File: src/rtl/fetch_pkg.sv
package fetch_pkg;

   localparam int BYTE_W = 8;
   localparam int MAX_LEN = 3;

   typedef enum logic {
      SRC_FETCH = 1'b0,
      SRC_CODE  = 1'b1
   } port_src_e;

   // opcode bits [1:0]: 00 -> 1, 01 -> 2, 10 -> 3, 11 -> 1
   function automatic logic [1:0] op_length(input logic [BYTE_W-1:0] op);
      unique case (op[1:0])
         2'b01:   return 2'd2;
         2'b10:   return 2'd3;
         default: return 2'd1;
      endcase
   endfunction

endpackage

File: src/rtl/fetch_byte_queue.sv
module fetch_byte_queue #(
   parameter int DEPTH = 4,
   parameter int CW    = $clog2(DEPTH + 1)
) (
   input  logic          clk,
   input  logic          rst_n,
   input  logic          flush,
   input  logic [1:0]    push_n,
   input  logic [15:0]   push_data,
   input  logic [1:0]    pop_n,
   output logic [23:0]   head_o,
   output logic [CW-1:0] count_o
);
   localparam int IW = $clog2(DEPTH);

   logic [7:0]    slot_q [DEPTH];
   logic [7:0]    slot_d [DEPTH];
   logic [CW-1:0] cnt_q;

   always_comb begin
      int keep;
      int src;
      keep = int'(cnt_q) - int'(pop_n);
      for (int i = 0; i < DEPTH; i++) begin
         src = i + int'(pop_n);
         if (src < int'(cnt_q) && src < DEPTH)
            slot_d[i] = slot_q[IW'(src)];
         else if (i == keep && push_n != 2'd0)
            slot_d[i] = push_data[7:0];
         else if (i == keep + 1 && push_n == 2'd2)
            slot_d[i] = push_data[15:8];
         else
            slot_d[i] = '0;
      end
   end

   always_ff @(posedge clk) begin
      if (!rst_n || flush) begin
         cnt_q <= '0;
         for (int i = 0; i < DEPTH; i++) slot_q[i] <= '0;
      end else begin
         cnt_q <= cnt_q - CW'(pop_n) + CW'(push_n);
         for (int i = 0; i < DEPTH; i++) slot_q[i] <= slot_d[i];
      end
   end

   for (genvar j = 0; j < 3; j++) begin : g_head
      assign head_o[8*j +: 8] = slot_q[j];
   end

   assign count_o = cnt_q;
endmodule

File: src/rtl/fetch_ins_pack.sv
module fetch_ins_pack
   import fetch_pkg::*;
#(
   parameter int CW = 3
) (
   input  logic [23:0]   head,
   input  logic [CW-1:0] count,
   input  logic          hold_off,
   output logic          avail,
   output logic [1:0]    len,
   output logic [23:0]   bytes
);
   assign len   = op_length(head[7:0]);
   assign avail = !hold_off && (count != '0) && (count >= CW'(len));

   for (genvar j = 0; j < MAX_LEN; j++) begin : g_mask
      assign bytes[8*j +: 8] = (2'(j) < len) ? head[8*j +: 8] : 8'h00;
   end
endmodule

File: src/rtl/fetch_port_arb.sv
module fetch_port_arb
   import fetch_pkg::*;
#(
   parameter int ADDR_W     = 16,
   parameter bit CODE_FIRST = 1'b1
) (
   input  logic              clk,
   input  logic              rst_n,
   input  logic              redirect,
   input  logic              fetch_want,
   input  logic [ADDR_W-1:0] fetch_addr,
   output logic              fetch_issued,
   output logic              fetch_rsp_valid,
   input  logic              cd_valid,
   input  logic              cd_write,
   input  logic [ADDR_W-1:0] cd_addr,
   input  logic [7:0]        cd_wdata,
   output logic              cd_ready,
   output logic              cd_rsp_valid,
   output logic [7:0]        cd_rsp_data,
   output logic              mem_req_valid,
   input  logic              mem_req_ready,
   output logic              mem_req_write,
   output logic [ADDR_W-1:0] mem_req_addr,
   output logic [7:0]        mem_req_wdata,
   input  logic              mem_rsp_valid,
   input  logic [15:0]       mem_rsp_data,
   output logic              busy
);
   logic      out_q, drop_q, odd_q;
   port_src_e src_q;
   logic      pick_code;

   if (CODE_FIRST) begin : g_code_first
      assign pick_code = cd_valid;
   end else begin : g_fetch_first
      assign pick_code = cd_valid && !fetch_want;
   end

   assign mem_req_valid = !out_q && (cd_valid || fetch_want);
   assign mem_req_write = pick_code && cd_write;
   assign mem_req_addr  = pick_code ? cd_addr : fetch_addr;
   assign mem_req_wdata = pick_code ? cd_wdata : 8'h00;

   assign cd_ready      = !out_q && pick_code && mem_req_ready;
   assign fetch_issued  = !out_q && !pick_code && fetch_want && mem_req_ready;

   assign fetch_rsp_valid = mem_rsp_valid && out_q && (src_q == SRC_FETCH)
                            && !drop_q && !redirect;
   assign cd_rsp_valid    = mem_rsp_valid && out_q && (src_q == SRC_CODE);
   assign cd_rsp_data     = odd_q ? mem_rsp_data[15:8] : mem_rsp_data[7:0];
   assign busy            = out_q;

   always_ff @(posedge clk) begin
      if (!rst_n) begin
         out_q  <= 1'b0;
         drop_q <= 1'b0;
         odd_q  <= 1'b0;
         src_q  <= SRC_FETCH;
      end else begin
         if (out_q && mem_rsp_valid) begin
            out_q <= 1'b0;
         end else if (mem_req_valid && mem_req_ready && !mem_req_write) begin
            out_q  <= 1'b1;
            src_q  <= pick_code ? SRC_CODE : SRC_FETCH;
            odd_q  <= cd_addr[0];
            drop_q <= 1'b0;
         end
         if (redirect && out_q && !mem_rsp_valid && src_q == SRC_FETCH)
            drop_q <= 1'b1;
      end
   end
endmodule

File: src/rtl/dual_byte_fetch.sv
module dual_byte_fetch
   import fetch_pkg::*;
#(
   parameter int ADDR_W     = 16,
   parameter int DEPTH      = 4,
   parameter bit CODE_FIRST = 1'b1
) (
   input  logic              clk,
   input  logic              rst_n,
   input  logic              redirect_valid,
   input  logic [ADDR_W-1:0] redirect_target,
   output logic              mem_req_valid,
   input  logic              mem_req_ready,
   output logic              mem_req_write,
   output logic [ADDR_W-1:0] mem_req_addr,
   output logic [7:0]        mem_req_wdata,
   input  logic              mem_rsp_valid,
   input  logic [15:0]       mem_rsp_data,
   input  logic              cd_req_valid,
   output logic              cd_req_ready,
   input  logic              cd_req_write,
   input  logic [ADDR_W-1:0] cd_req_addr,
   input  logic [7:0]        cd_req_wdata,
   output logic              cd_rsp_valid,
   output logic [7:0]        cd_rsp_data,
   output logic              ins_valid,
   input  logic              ins_ready,
   output logic [23:0]       ins_bytes,
   output logic [1:0]        ins_len,
   output logic [ADDR_W-1:0] ins_pc,
   input  logic              irq_pend,
   output logic              irq_rd,
   output logic              irq_seen
);
   localparam int CW = $clog2(DEPTH + 1);

   if (DEPTH < 4) begin : g_bad_depth
      $error("dual_byte_fetch: DEPTH must be at least 4");
   end
   if (ADDR_W < 2) begin : g_bad_addr
      $error("dual_byte_fetch: ADDR_W must be at least 2");
   end

   logic [ADDR_W-1:0] pc_q, fa_q;
   logic              skip_q, irq_q;
   logic [CW-1:0]     q_count;
   logic [23:0]       head;
   logic              fetch_want, fetch_issued, fetch_rsp_valid, busy, hs;
   logic [1:0]        push_n, pop_n;
   logic [15:0]       push_data;

   assign fetch_want = (q_count <= CW'(DEPTH - 2)) && !redirect_valid;
   assign hs         = ins_valid && ins_ready;
   assign pop_n      = hs ? ins_len : 2'd0;
   assign push_n     = fetch_rsp_valid ? (skip_q ? 2'd1 : 2'd2) : 2'd0;
   assign push_data  = skip_q ? {8'h00, mem_rsp_data[15:8]} : mem_rsp_data;

   fetch_byte_queue #(.DEPTH(DEPTH), .CW(CW)) u_queue (
      .clk(clk), .rst_n(rst_n), .flush(redirect_valid),
      .push_n(push_n), .push_data(push_data), .pop_n(pop_n),
      .head_o(head), .count_o(q_count)
   );

   fetch_ins_pack #(.CW(CW)) u_pack (
      .head(head), .count(q_count), .hold_off(redirect_valid),
      .avail(ins_valid), .len(ins_len), .bytes(ins_bytes)
   );

   fetch_port_arb #(.ADDR_W(ADDR_W), .CODE_FIRST(CODE_FIRST)) u_arb (
      .clk(clk), .rst_n(rst_n), .redirect(redirect_valid),
      .fetch_want(fetch_want), .fetch_addr(fa_q),
      .fetch_issued(fetch_issued), .fetch_rsp_valid(fetch_rsp_valid),
      .cd_valid(cd_req_valid), .cd_write(cd_req_write), .cd_addr(cd_req_addr),
      .cd_wdata(cd_req_wdata), .cd_ready(cd_req_ready),
      .cd_rsp_valid(cd_rsp_valid), .cd_rsp_data(cd_rsp_data),
      .mem_req_valid(mem_req_valid), .mem_req_ready(mem_req_ready),
      .mem_req_write(mem_req_write), .mem_req_addr(mem_req_addr),
      .mem_req_wdata(mem_req_wdata), .mem_rsp_valid(mem_rsp_valid),
      .mem_rsp_data(mem_rsp_data), .busy(busy)
   );

   always_ff @(posedge clk) begin
      if (!rst_n) begin
         pc_q   <= '0;
         fa_q   <= '0;
         skip_q <= 1'b0;
         irq_q  <= 1'b0;
      end else begin
         if (redirect_valid) begin
            pc_q   <= redirect_target;
            fa_q   <= {redirect_target[ADDR_W-1:1], 1'b0};
            skip_q <= redirect_target[0];
         end else begin
            if (hs)              pc_q   <= pc_q + ADDR_W'(ins_len);
            if (fetch_issued)    fa_q   <= fa_q + ADDR_W'(2);
            if (fetch_rsp_valid) skip_q <= 1'b0;
         end
         if (hs) irq_q <= irq_pend;
      end
   end

   assign ins_pc   = pc_q;
   assign irq_rd   = hs;
   assign irq_seen = irq_q;
endmodule

File: config.mk
export PLATFORM = sky130hd
export DESIGN_NAME = dual_byte_fetch
export DESIGN_NICKNAME = d
export VERILOG_FILES = /design/src/rtl/fetch_pkg.sv /design/src/rtl/fetch_byte_queue.sv /design/src/rtl/fetch_ins_pack.sv /design/src/rtl/fetch_port_arb.sv /design/src/rtl/dual_byte_fetch.sv
export SDC_FILE = /design/constraint.sdc
export NUM_CORES = 1
export LEC_CHECK = 0
export BUFFER_PORTS_ARGS = -buffer_cell sky130_fd_sc_hd__buf_4
export CAP_MARGIN = 20
export CORE_MARGIN = 10
export CORE_UTILIZATION = 30
export DETAILED_ROUTE_END_ITERATION = 12
export GPL_TIMING_DRIVEN = 0
export SLEW_MARGIN = 20
export SYNTH_ARGS = -nofsm -noshare
export SYNTH_HDL_FRONTEND = slang
export SYNTH_HIERARCHICAL = 1
export SYNTH_SLANG_ARGS = --single-unit
File: constraint.sdc
create_clock -name clk -period 11.2 [get_ports clk]
set_clock_uncertainty 0.15 [all_clocks]
set_input_delay 1.68 -clock clk [delete_from_list [all_inputs] [get_ports clk]]
set_output_delay 1.68 -clock clk [all_outputs]
set_load 0.1 [all_outputs]
==> impl_results.html, run 1 <==
<table>
<tr><th>Metric</th><th>Value</th></tr>
<tr><th colspan="2">Clock network</th></tr>
<tr><td>Clock-pin slew reported for the worst setup and hold paths after clock tree synthesis</td><td>approximately 0.060 ns</td></tr>
<tr><td>H-tree depth</td><td>3</td></tr>
<tr><td>CTS tree</td><td>built</td></tr>
<tr><td>Worst-Skew Late Latency</td><td>around 0.35 ns</td></tr>
<tr><td>TritonCTS sink count</td><td>between 70 and 80</td></tr>
<tr><td>Buffers from clock root to sink, at most</td><td>2</td></tr>
<tr><td>CTS root buf</td><td>clkbuf_16</td></tr>
<tr><td>Post_cts resized</td><td>0</td></tr>
<tr><td>TritonCTS Buffers</td><td>9</td></tr>
<tr><td>CTS Hold Buffers Added</td><td>0</td></tr>
<tr><td>Buffers inserted during post-CTS setup optimization</td><td>0</td></tr>
<tr><th colspan="2">Synth</th></tr>
<tr><td>Per-instance average area after synthesis</td><td>9.05 um2</td></tr>
<tr><td>Gate count of the mapped netlist</td><td>593</td></tr>
<tr><td>Flip-flop and latch count after synthesis</td><td>between 70 and 80</td></tr>
<tr><td>Top cells by area in the synthesized netlist</td><td>dfxtp_1, mux2_2, a221oi_1</td></tr>
<tr><td>Async set-or-reset flop fraction in the synthesized netlist</td><td>0%</td></tr>
<tr><td>Yosys synthesis warning count</td><td>6</td></tr>
<tr><td>Simple logic cell fraction of the synthesized area</td><td>19.5%</td></tr>
<tr><td>Post-synthesis mux area share</td><td>roughly 15%</td></tr>
<tr><td>Netlist cell types</td><td>60</td></tr>
<tr><td>Post-synthesis cell area</td><td>roughly 5400 um2</td></tr>
<tr><td>Top_reg_cell synth</td><td>dfxtp_1</td></tr>
<tr><td>Post-synth EDFFs</td><td>0</td></tr>
<tr><td>Proportion of synthesized chip area in sequential cells</td><td>26.9%</td></tr>
<tr><td>Top-area cell type share of the netlist area</td><td>26.9%</td></tr>
<tr><td>Total nets after synthesis</td><td>slightly below 700</td></tr>
<tr><td>Leading post-synthesis cells by instance count</td><td>dfxtp_1, nor2_1, nand2_1</td></tr>
<tr><td>Synthesized-area fraction occupied by ao, oa, aoi and oai cells</td><td>~23%</td></tr>
<tr><td>Post-synthesis adder-cell area fraction</td><td>around 6.6%</td></tr>
<tr><td>Main combinational cell family by area after synthesis</td><td>compound AO/OA/AOI/OAI gates</td></tr>
<tr><td>Most numerous cell in the Yosys netlist</td><td>dfxtp_1</td></tr>
<tr><td>Post-synthesis share of cell area spent on xor and xnor gates</td><td>under 10%</td></tr>
<tr><td>Leading area contributor after synthesis</td><td>dfxtp_1</td></tr>
<tr><th colspan="2">Floorplanning</th></tr>
<tr><td>Die outline area</td><td>23,600 um2</td></tr>
<tr><td>I/O pins</td><td>about 150</td></tr>
<tr><td>Std cell rows</td><td>between 40 and 50</td></tr>
<tr><td>Vert. Die Dim</td><td>between 150 and 200 um</td></tr>
<tr><td>Initial core utilization</td><td>a little under a third</td></tr>
<tr><td>Die X</td><td>approximately 150 um</td></tr>
<tr><td>Core outline area</td><td>approximately 17,000 um2</td></tr>
<tr><th colspan="2">GRT</th></tr>
<tr><td>First-pass GRT wire length</td><td>around 31,000 um</td></tr>
<tr><td>Via count of the first global-routing pass</td><td>5,441</td></tr>
<tr><td>Number of antenna violations at the first check in global routing</td><td>0</td></tr>
<tr><td>Remaining global-route overflow</td><td>0</td></tr>
<tr><td>GRT Total Usage</td><td>16.1%</td></tr>
<tr><td>Maximum number of pins on one net before global-route repair</td><td>19</td></tr>
<tr><th colspan="2">Timing</th></tr>
<tr><td>Time the final worst path needs with I/O delays and setup</td><td>between 6 and 7 ns</td></tr>
<tr><td>Final clock period utilization by the worst path</td><td>about three fifths</td></tr>
<tr><td>Unrepaired setup endpoints after global routing</td><td>no</td></tr>
<tr><td>Max-slew violation count</td><td>0</td></tr>
<tr><td>Total of endpoints with negative setup slack in the final report</td><td>0</td></tr>
<tr><td>Final sum of negative setup slack</td><td>0 ns</td></tr>
<tr><td>Relative slew slack</td><td>a little under a third</td></tr>
<tr><td>Pin slew with the least headroom to its limit</td><td>roughly 1.0 ns</td></tr>
<tr><td>Maximum frequency from static timing analysis</td><td>approximately 0.15 GHz</td></tr>
<tr><td>Final Hold Viols</td><td>0</td></tr>
<tr><th colspan="2">Finish</th></tr>
<tr><td>Layout cells sized above 1</td><td>a little under a third</td></tr>
<tr><td>Filler Cell Count</td><td>1,785</td></tr>
<tr><td>Total area of multi-input combinational cells</td><td>roughly 3700 um2</td></tr>
<tr><td>Final antenna diode count</td><td>0</td></tr>
<tr><td>Area Overhead vs Synth</td><td>31.5%</td></tr>
<tr><td>Sequential Area</td><td>1440 um2</td></tr>
<tr><td>Nets</td><td>840</td></tr>
<tr><td>Post-route cell area</td><td>~7100 um2</td></tr>
<tr><th colspan="2">Outcome</th></tr>
<tr><td>Status</td><td>complete, no violations</td></tr>
<tr><th colspan="2">Power</th></tr>
<tr><td>Power density over the cells</td><td>around 120 nW/um2</td></tr>
<tr><td>Peak supply drop</td><td>roughly 75 uV</td></tr>
<tr><td>Tot Pwr</td><td>roughly 830 uW</td></tr>
<tr><td>Leakage power total</td><td>~2.5 nW</td></tr>
<tr><th colspan="2">Route</th></tr>
<tr><td>Post-Route WL</td><td>just under 20,000 um</td></tr>
<tr><td>Vias post-DR</td><td>5,402</td></tr>
<tr><td>DRT Pass-1 Iters</td><td>7</td></tr>
<tr><td>Average wire per cell in the routed design</td><td>roughly 20 um</td></tr>
<tr><td>Violation count after the first detailed-route iteration</td><td>between 500 and 600</td></tr>
<tr><td>Number of nets with antenna violations after detailed routing</td><td>0</td></tr>
<tr><td>Total DRC errors in the routed layout</td><td>0</td></tr>
<tr><td>Post-detailed-route via-to-cell ratio</td><td>between 5 and 6</td></tr>
<tr><th colspan="2">Setup path</th></tr>
<tr><td>Largest stage delay on the critical path</td><td>0.60 ns</td></tr>
<tr><td>Worst setup EP type</td><td>flop</td></tr>
<tr><td>Crit path top cell by count</td><td>buf_2</td></tr>
<tr><td>Required time of the worst setup path</td><td>roughly 11 ns</td></tr>
<tr><td>Highest fanout seen on the critical path</td><td>11</td></tr>
<tr><td>Setup crit start kind</td><td>input pin</td></tr>
<tr><td>Arrival @ worst endpoint</td><td>slightly below 7 ns</td></tr>
<tr><td>Max stage delay cell, worst path</td><td>a2111oi_4</td></tr>
<tr><td>Cell-by-cell listing of the critical path</td><td>buf_4 &gt; nor3_1 &gt; and3_1 &gt; buf_2 &gt; buf_2 &gt; buf_2 &gt; inv_1 &gt; ha_1 &gt; clkbuf_1 &gt; clkbuf_1 &gt; inv_1 &gt; ha_1 &gt; and3b_1 &gt; a2111oi_4 &gt; buf_4 &gt; a221oi_1 &gt; a311oi_1</td></tr>
<tr><td>Type of the worst setup path</td><td>input pin to flop</td></tr>
<tr><th colspan="2">Placed design</th></tr>
<tr><td>Input/output buffers</td><td>145</td></tr>
<tr><td>Total placed instance area</td><td>a little under 7000 um2</td></tr>
<tr><td>Detailed-placement wirelength estimate</td><td>14,900 um</td></tr>
<tr><td>Routability congestion estimate from global placement</td><td>~0.89</td></tr>
<tr><th colspan="2">Worst hold path</th></tr>
<tr><td>Classification of the worst-slack hold path</td><td>flop to flop</td></tr>
<tr><th colspan="2">Job</th></tr>
<tr><td>Number of max-cap violations</td><td>0</td></tr>
</table>
## where the power goes
part / switching (mW) / internal (mW)
registers: 0.0141 / 0.267
logic: 0.161 / 0.0638
clock network: 0.114 / 0.206
total: 0.289 / 0.536
## critical path: cells and delay by family
kind	cells	cell delay (ns)
AOI/OAI and AO/OA	3	0.99
adders and majority gates	2	0.61
and+or+nand+nor	3	0.91
buffers and inverters	9	2.60
## per-layer routing
metal | share of wire, % | GRT usage (%)
met1 | 41 | 19.1
met3 | 11 | 6.95
met4 | 2.3 | 5.49
met5 | 0 | 0
met2 | 45 | 25.5
## state kept, by name, summed over array words and instances, names as in the netlist
signal,count
fa_q,15
ins_pc,16
irq_seen,1
skip_q,1
u_arb/busy,1
u_arb/drop_q,1
u_arb/odd_q,1
u_arb/src_q,1
u_queue/count_o,3
u_queue/slot_q,32
## layout make-up
type / count / share of cell area, %
multi-input combinational: 461 / 52.0
sequential: 72 / 20.4
timing repair buffer: 145 / 15.4
tap: 225 / 3.99
clock buffer: 12 / 3.63
buffer: 34 / 2.27
inverter: 26 / 1.38
clock inverter: 3 / 0.922
## cell usage in the layout, fill, tap and decap left out, drive strengths merged, types with 3 or more instances in the layout
cell type    n
clkbuf      34
dfxtp       72
nand2       34
mux4         8
a22oi        8
a31oi        4
nor2        38
ha          22
nand4        9
a2111oi      3
a21oi       29
and4         3
and3b        3
or4          4
xor2        10
o31ai        3
and3         4
nor3         5
o21ai       28
nor4         6
a311oi      16
a21boi       3
inv         25
and2        28
a221oi      32
mux2i       27
buf        157
fa           4
a211oi       7
mux2        32
nand3       16
nor2b       20
a211o       16
xnor2       16
nand2b       4
nand3b       3
## final timing paths
path                                   startpoint                                 to  slack (ns)  depth (start not counted)
hold / removal          u_arb/drop_q$_SDFFE_PN0P_          u_arb/drop_q$_SDFFE_PN0P_        0.31                          2
setup / recovery                   redirect_valid  u_queue/slot_q[3][6]$_SDFFE_PP0P_        4.47                         17
setup reg to reg  u_queue/slot_q[0][1]$_SDFF_PP0_  u_queue/slot_q[3][6]$_SDFFE_PP0P_        4.72                         22
hold reg to reg         u_arb/drop_q$_SDFFE_PN0P_          u_arb/drop_q$_SDFFE_PN0P_        0.31                          2
## kinds of logic after synthesis
logic type / after synthesis
AOI/OAI and AO/OA: 154
xor gates and xnor gates: 26
adders and majority gates: 26
buffers and inverters: 60
DFF: 72
muxes: 67
other: 1
and+or+nand+nor: 187
## metrics by stage
stage	setup slack, ns	utilization [%]	cells	hold slack, ns
floorplan	3.40	-	593	0.279
global placement	4.20	38.7	963	0.290
detailed placement	4.21	38.7	963	0.298
CTS	4.56	40.5	978	0.309
global route	4.25	40.5	978	0.350
finish	4.47	40.5	978	0.310
(Power assumes the default switching activity.)
==> run 2, diff against run 1 <==
==> constraint.sdc (replaced) <==
create_clock -name clk -period 6.75 [get_ports clk]
set_clock_uncertainty 0.15 [all_clocks]
set_input_delay 1.0125 -clock clk [delete_from_list [all_inputs] [get_ports clk]]
set_output_delay 1.0125 -clock clk [all_outputs]
set_load 0.1 [all_outputs]
==> impl_results.html, run 2 (synthesized netlist as in run 1, its figures left out) <==
<table>
<tr><th>Metric</th><th>Value</th></tr>
<tr><th colspan="2">Finish</th></tr>
<tr><td>Layout cells sized above 1</td><td>31.5% (was 31.2%)</td></tr>
<tr><td>Commonest cells after routing, fill and taps aside</td><td>buf_4, dfxtp_1, nor2_1 (unchanged)</td></tr>
<tr><td>Filler Cell Count</td><td>1,778 (was 1,785)</td></tr>
<tr><td>Most common cell after layout, fill and taps aside</td><td>buf_4 (unchanged)</td></tr>
<tr><td>Biggest register</td><td>u_queue/slot_q (unchanged)</td></tr>
<tr><td>Max FFs per register</td><td>32 (unchanged)</td></tr>
<tr><td>Area Overhead vs Synth</td><td>31.5% (about the same)</td></tr>
<tr><td>Final Core Density</td><td>40.5% (about the same)</td></tr>
<tr><td>Nets</td><td>840 (unchanged)</td></tr>
<tr><td>Final antenna diode count</td><td>0 (unchanged)</td></tr>
<tr><th colspan="2">Floorplanning</th></tr>
<tr><td>Vert. Die Dim</td><td>154 um (unchanged)</td></tr>
<tr><td>Std cell rows</td><td>48 (unchanged)</td></tr>
<tr><td>Core outline area</td><td>17,400 um2 (unchanged)</td></tr>
<tr><td>I/O pins</td><td>146 (unchanged)</td></tr>
<tr><td>Die outline area</td><td>23,600 um2 (unchanged)</td></tr>
<tr><td>Initial core utilization</td><td>30.8% (unchanged)</td></tr>
<tr><td>Die X</td><td>154 um (unchanged)</td></tr>
<tr><th colspan="2">Setup path</th></tr>
<tr><td>Worst flop-to-flop path endpoint</td><td>u_queue/slot_q[3][7]$_SDFFE_PP0P_ (was u_queue/slot_q[3][6]$_SDFFE_PP0P_)</td></tr>
<tr><td>Setup crit start kind</td><td>flop (was input pin)</td></tr>
<tr><td>Largest stage delay on the critical path</td><td>0.58 ns (was 0.60 ns)</td></tr>
<tr><td>Crit path top cell by count</td><td>ha_1 (was buf_2)</td></tr>
<tr><td>Startpoint of the lowest-slack register-to-register path</td><td>u_queue/slot_q[0][0]$_SDFF_PP0_ (was u_queue/slot_q[0][1]$_SDFF_PP0_)</td></tr>
<tr><td>Highest fanout seen on the critical path</td><td>10 (was 11)</td></tr>
<tr><td>Type of the worst setup path</td><td>flop to flop (was input pin to flop)</td></tr>
<tr><td>Cell-by-cell listing of the critical path</td><td>inv_1 &gt; ha_1 &gt; ha_1 &gt; a211oi_1 &gt; nor3_2 &gt; and3_1 &gt; buf_2 &gt; buf_2 &gt; buf_2 &gt; inv_1 &gt; ha_1 &gt; clkbuf_1 &gt; clkbuf_1 &gt; inv_1 &gt; ha_1 &gt; and3b_1 &gt; a2111oi_4 &gt; buf_4 &gt; a221oi_1 &gt; a311oi_1 (was buf_4 &gt; nor3_1 &gt; and3_1 &gt; buf_2 &gt; buf_2 &gt; buf_2 &gt; inv_1 &gt; ha_1 &gt; clkbuf_1 &gt; clkbuf_1 &gt; inv_1 &gt; ha_1 &gt; and3b_1 &gt; a2111oi_4 &gt; buf_4 &gt; a221oi_1 &gt; a311oi_1)</td></tr>
<tr><td>Worst R2R Path Depth</td><td>20 (was 22)</td></tr>
<tr><td>Arrival @ worst endpoint</td><td>6.21 ns (was 6.82 ns)</td></tr>
<tr><td>Worst setup EP type</td><td>flop (unchanged)</td></tr>
<tr><td>Max stage delay cell, worst path</td><td>a2111oi_4 (unchanged)</td></tr>
<tr><td>Slack of the worst reg-to-reg path</td><td>0.64 ns (was 4.72 ns)</td></tr>
<tr><td>Required time of the worst setup path</td><td>6.85 ns (was 11.29 ns)</td></tr>
<tr><th colspan="2">Placed design</th></tr>
<tr><td>Input/output buffers</td><td>145 (unchanged)</td></tr>
<tr><td>Routability congestion estimate from global placement</td><td>0.898 (was 0.891)</td></tr>
<tr><td>Detailed-placement wirelength estimate</td><td>14,900 um (about the same)</td></tr>
<tr><th colspan="2">Route</th></tr>
<tr><td>DRT Pass-1 Iters</td><td>5 (was 7)</td></tr>
<tr><td>Post-Route WL</td><td>19,200 um (was 19,600 um)</td></tr>
<tr><td>Total DRC errors in the routed layout</td><td>0 (unchanged)</td></tr>
<tr><td>Average wire per cell in the routed design</td><td>19.7 um (was 20.0 um)</td></tr>
<tr><td>Vias post-DR</td><td>5,353 (was 5,402)</td></tr>
<tr><td>Number of nets with antenna violations after detailed routing</td><td>0 (unchanged)</td></tr>
<tr><td>Post-detailed-route via-to-cell ratio</td><td>5.47 (was 5.52)</td></tr>
<tr><td>Violation count after the first detailed-route iteration</td><td>517 (was 555)</td></tr>
<tr><th colspan="2">Clock network</th></tr>
<tr><td>CTS tree</td><td>built (unchanged)</td></tr>
<tr><td>CTS root buf</td><td>clkbuf_16 (unchanged)</td></tr>
<tr><td>TritonCTS sink count</td><td>72 (unchanged)</td></tr>
<tr><td>Clock-pin slew reported for the worst setup and hold paths after clock tree synthesis</td><td>0.06 ns (about the same)</td></tr>
<tr><td>TritonCTS Buffers</td><td>9 (unchanged)</td></tr>
<tr><td>Post_cts resized</td><td>0 (unchanged)</td></tr>
<tr><td>Buffers inserted during post-CTS setup optimization</td><td>0 (unchanged)</td></tr>
<tr><td>CTS Hold Buffers Added</td><td>0 (unchanged)</td></tr>
<tr><td>Worst-Skew Late Latency</td><td>0.34 ns (was 0.35 ns)</td></tr>
<tr><td>H-tree depth</td><td>3 (unchanged)</td></tr>
<tr><td>Buffers from clock root to sink, at most</td><td>2 (unchanged)</td></tr>
<tr><th colspan="2">Job</th></tr>
<tr><td>Number of max-cap violations</td><td>0 (unchanged)</td></tr>
<tr><th colspan="2">Timing</th></tr>
<tr><td>Total of endpoints with negative setup slack in the final report</td><td>0 (unchanged)</td></tr>
<tr><td>Final Hold Viols</td><td>0 (unchanged)</td></tr>
<tr><td>Final clock period utilization by the worst path</td><td>~90%</td></tr>
<tr><td>Max-slew violation count</td><td>0 (unchanged)</td></tr>
<tr><td>Maximum frequency from static timing analysis</td><td>around 0.16 GHz</td></tr>
<tr><td>Pin slew with the least headroom to its limit</td><td>0.934 ns (was 1.04 ns)</td></tr>
<tr><td>Unrepaired setup endpoints after global routing</td><td>no (unchanged)</td></tr>
<tr><td>Relative slew slack</td><td>37.6% (was 30.7%)</td></tr>
<tr><td>Final sum of negative setup slack</td><td>0 ns (unchanged)</td></tr>
<tr><td>Time the final worst path needs with I/O delays and setup</td><td>between 6 and 7 ns</td></tr>
<tr><th colspan="2">Power</th></tr>
<tr><td>Tot Pwr</td><td>1.36 mW (was 825 uW)</td></tr>
<tr><td>Peak supply drop</td><td>122 uV (was 74.6 uV)</td></tr>
<tr><td>Power density over the cells</td><td>192 nW/um2 (was 117 nW/um2)</td></tr>
<tr><td>Leakage power total</td><td>2.51 nW (was 2.52 nW)</td></tr>
<tr><th colspan="2">GRT</th></tr>
<tr><td>Maximum number of pins on one net before global-route repair</td><td>19 (unchanged)</td></tr>
<tr><td>Remaining global-route overflow</td><td>0 (unchanged)</td></tr>
<tr><td>Via count of the first global-routing pass</td><td>5,359 (was 5,441)</td></tr>
<tr><td>Number of antenna violations at the first check in global routing</td><td>1 (was 0)</td></tr>
<tr><td>GRT Total Usage</td><td>15.5% (was 16.1%)</td></tr>
<tr><td>First-pass GRT wire length</td><td>29,800 um (was 30,800 um)</td></tr>
<tr><th colspan="2">Worst hold path</th></tr>
<tr><td>Launch instance of the worst min-delay path</td><td>u_arb/drop_q$_SDFFE_PN0P_ (unchanged)</td></tr>
<tr><td>Hold-critical path depth</td><td>2 (unchanged)</td></tr>
<tr><td>Classification of the worst-slack hold path</td><td>flop to flop (unchanged)</td></tr>
<tr><td>End point of the most critical hold path</td><td>u_arb/drop_q$_SDFFE_PN0P_ (unchanged)</td></tr>
<tr><th colspan="2">Outcome</th></tr>
<tr><td>Status</td><td>complete, no violations (unchanged)</td></tr>
</table>
==> run 2: cell types whose count changed in the layout (fill, tap and decap cells not counted), sizes merged <==
cell	delta
clkinv	-1
clkinvlp	+2
inv	+2
clkbuf	-3
==> run 2: how the worst max path moves through the flow <==
| stage | from | to | slack (ns) | cells past startpoint |
|---|---|---|---|---|
| 2_1_floorplan | u_queue/slot_q[0][1]$_SDFF_PP0_ | u_queue/slot_q[3][6]$_SDFFE_PP0P_ | 0.14 | 21 |
| 3_3_place_gp | u_queue/slot_q[0][0]$_SDFF_PP0_ | u_queue/slot_q[3][7]$_SDFFE_PP0P_ | 0.74 | 20 |
| 3_5_place_dp | u_queue/slot_q[0][0]$_SDFF_PP0_ | u_queue/slot_q[3][7]$_SDFFE_PP0P_ | 0.70 | 20 |
| 4_1_cts | u_queue/slot_q[0][0]$_SDFF_PP0_ | u_queue/slot_q[3][6]$_SDFFE_PP0P_ | 0.67 | 20 |
| 5_1_grt | u_queue/slot_q[0][1]$_SDFF_PP0_ | u_queue/slot_q[3][6]$_SDFFE_PP0P_ | 0.20 | 21 |
| 6_report | u_queue/slot_q[0][0]$_SDFF_PP0_ | u_queue/slot_q[3][7]$_SDFFE_PP0P_ | 0.64 | 20 |
==> run 2: metrics by stage <==
stage	setup WS [ns]	hold slack, ns	area (um2)	instances
finish	0.642	0.310	7060	978
global route	0.197	0.337	7060	978
CTS	0.673	0.309	7060	978
detailed placement	0.703	0.301	6740	963
global placement	0.739	0.291	6740	963
floorplan	0.141	0.279	5370	593
==> run 2: report_power, final <==
group          switching, mW  leakage [nW]  internal (mW)
sequential            0.0239         0.589          0.442
clock                  0.196         0.149          0.324
combinational          0.267          1.78          0.106
total                  0.486          2.51          0.872
==> run 2: layout make-up <==
| type | instances | area, um2 | area share, % |
|---|---|---|---|
| clock buffer | 9 | 225 | 3.19 |
| sequential | 72 | 1440 | 20.4 |
| clock inverter | 6 | 92.6 | 1.31 |
| tap | 225 | 282 | 3.99 |
| buffer | 34 | 160 | 2.27 |
| timing repair buffer | 145 | 1090 | 15.4 |
| inverter | 26 | 97.6 | 1.38 |
| multi-input combinational | 461 | 3670 | 52.0 |
==> run 2: per-layer routing <==
| metal | GRT usage, % | share of wire, % |
|---|---|---|
| met1 | 19.2 | 42 |
| met2 | 24.8 | 46 |
| met3 | 6.22 | 11 |
| met4 | 3.60 | 1.4 |
| met5 | 0 | 0 |
==> run 2: critical path: cells and delay by family, from the launching register on <==
| family | cells | cell delay (ns) |
|---|---|---|
| compound gates | 4 | 1.03 |
| simple gates | 3 | 0.73 |
| flops | 1 | 0.41 |
| fa+ha+maj | 4 | 1.31 |
| buf+inv | 9 | 2.37 |
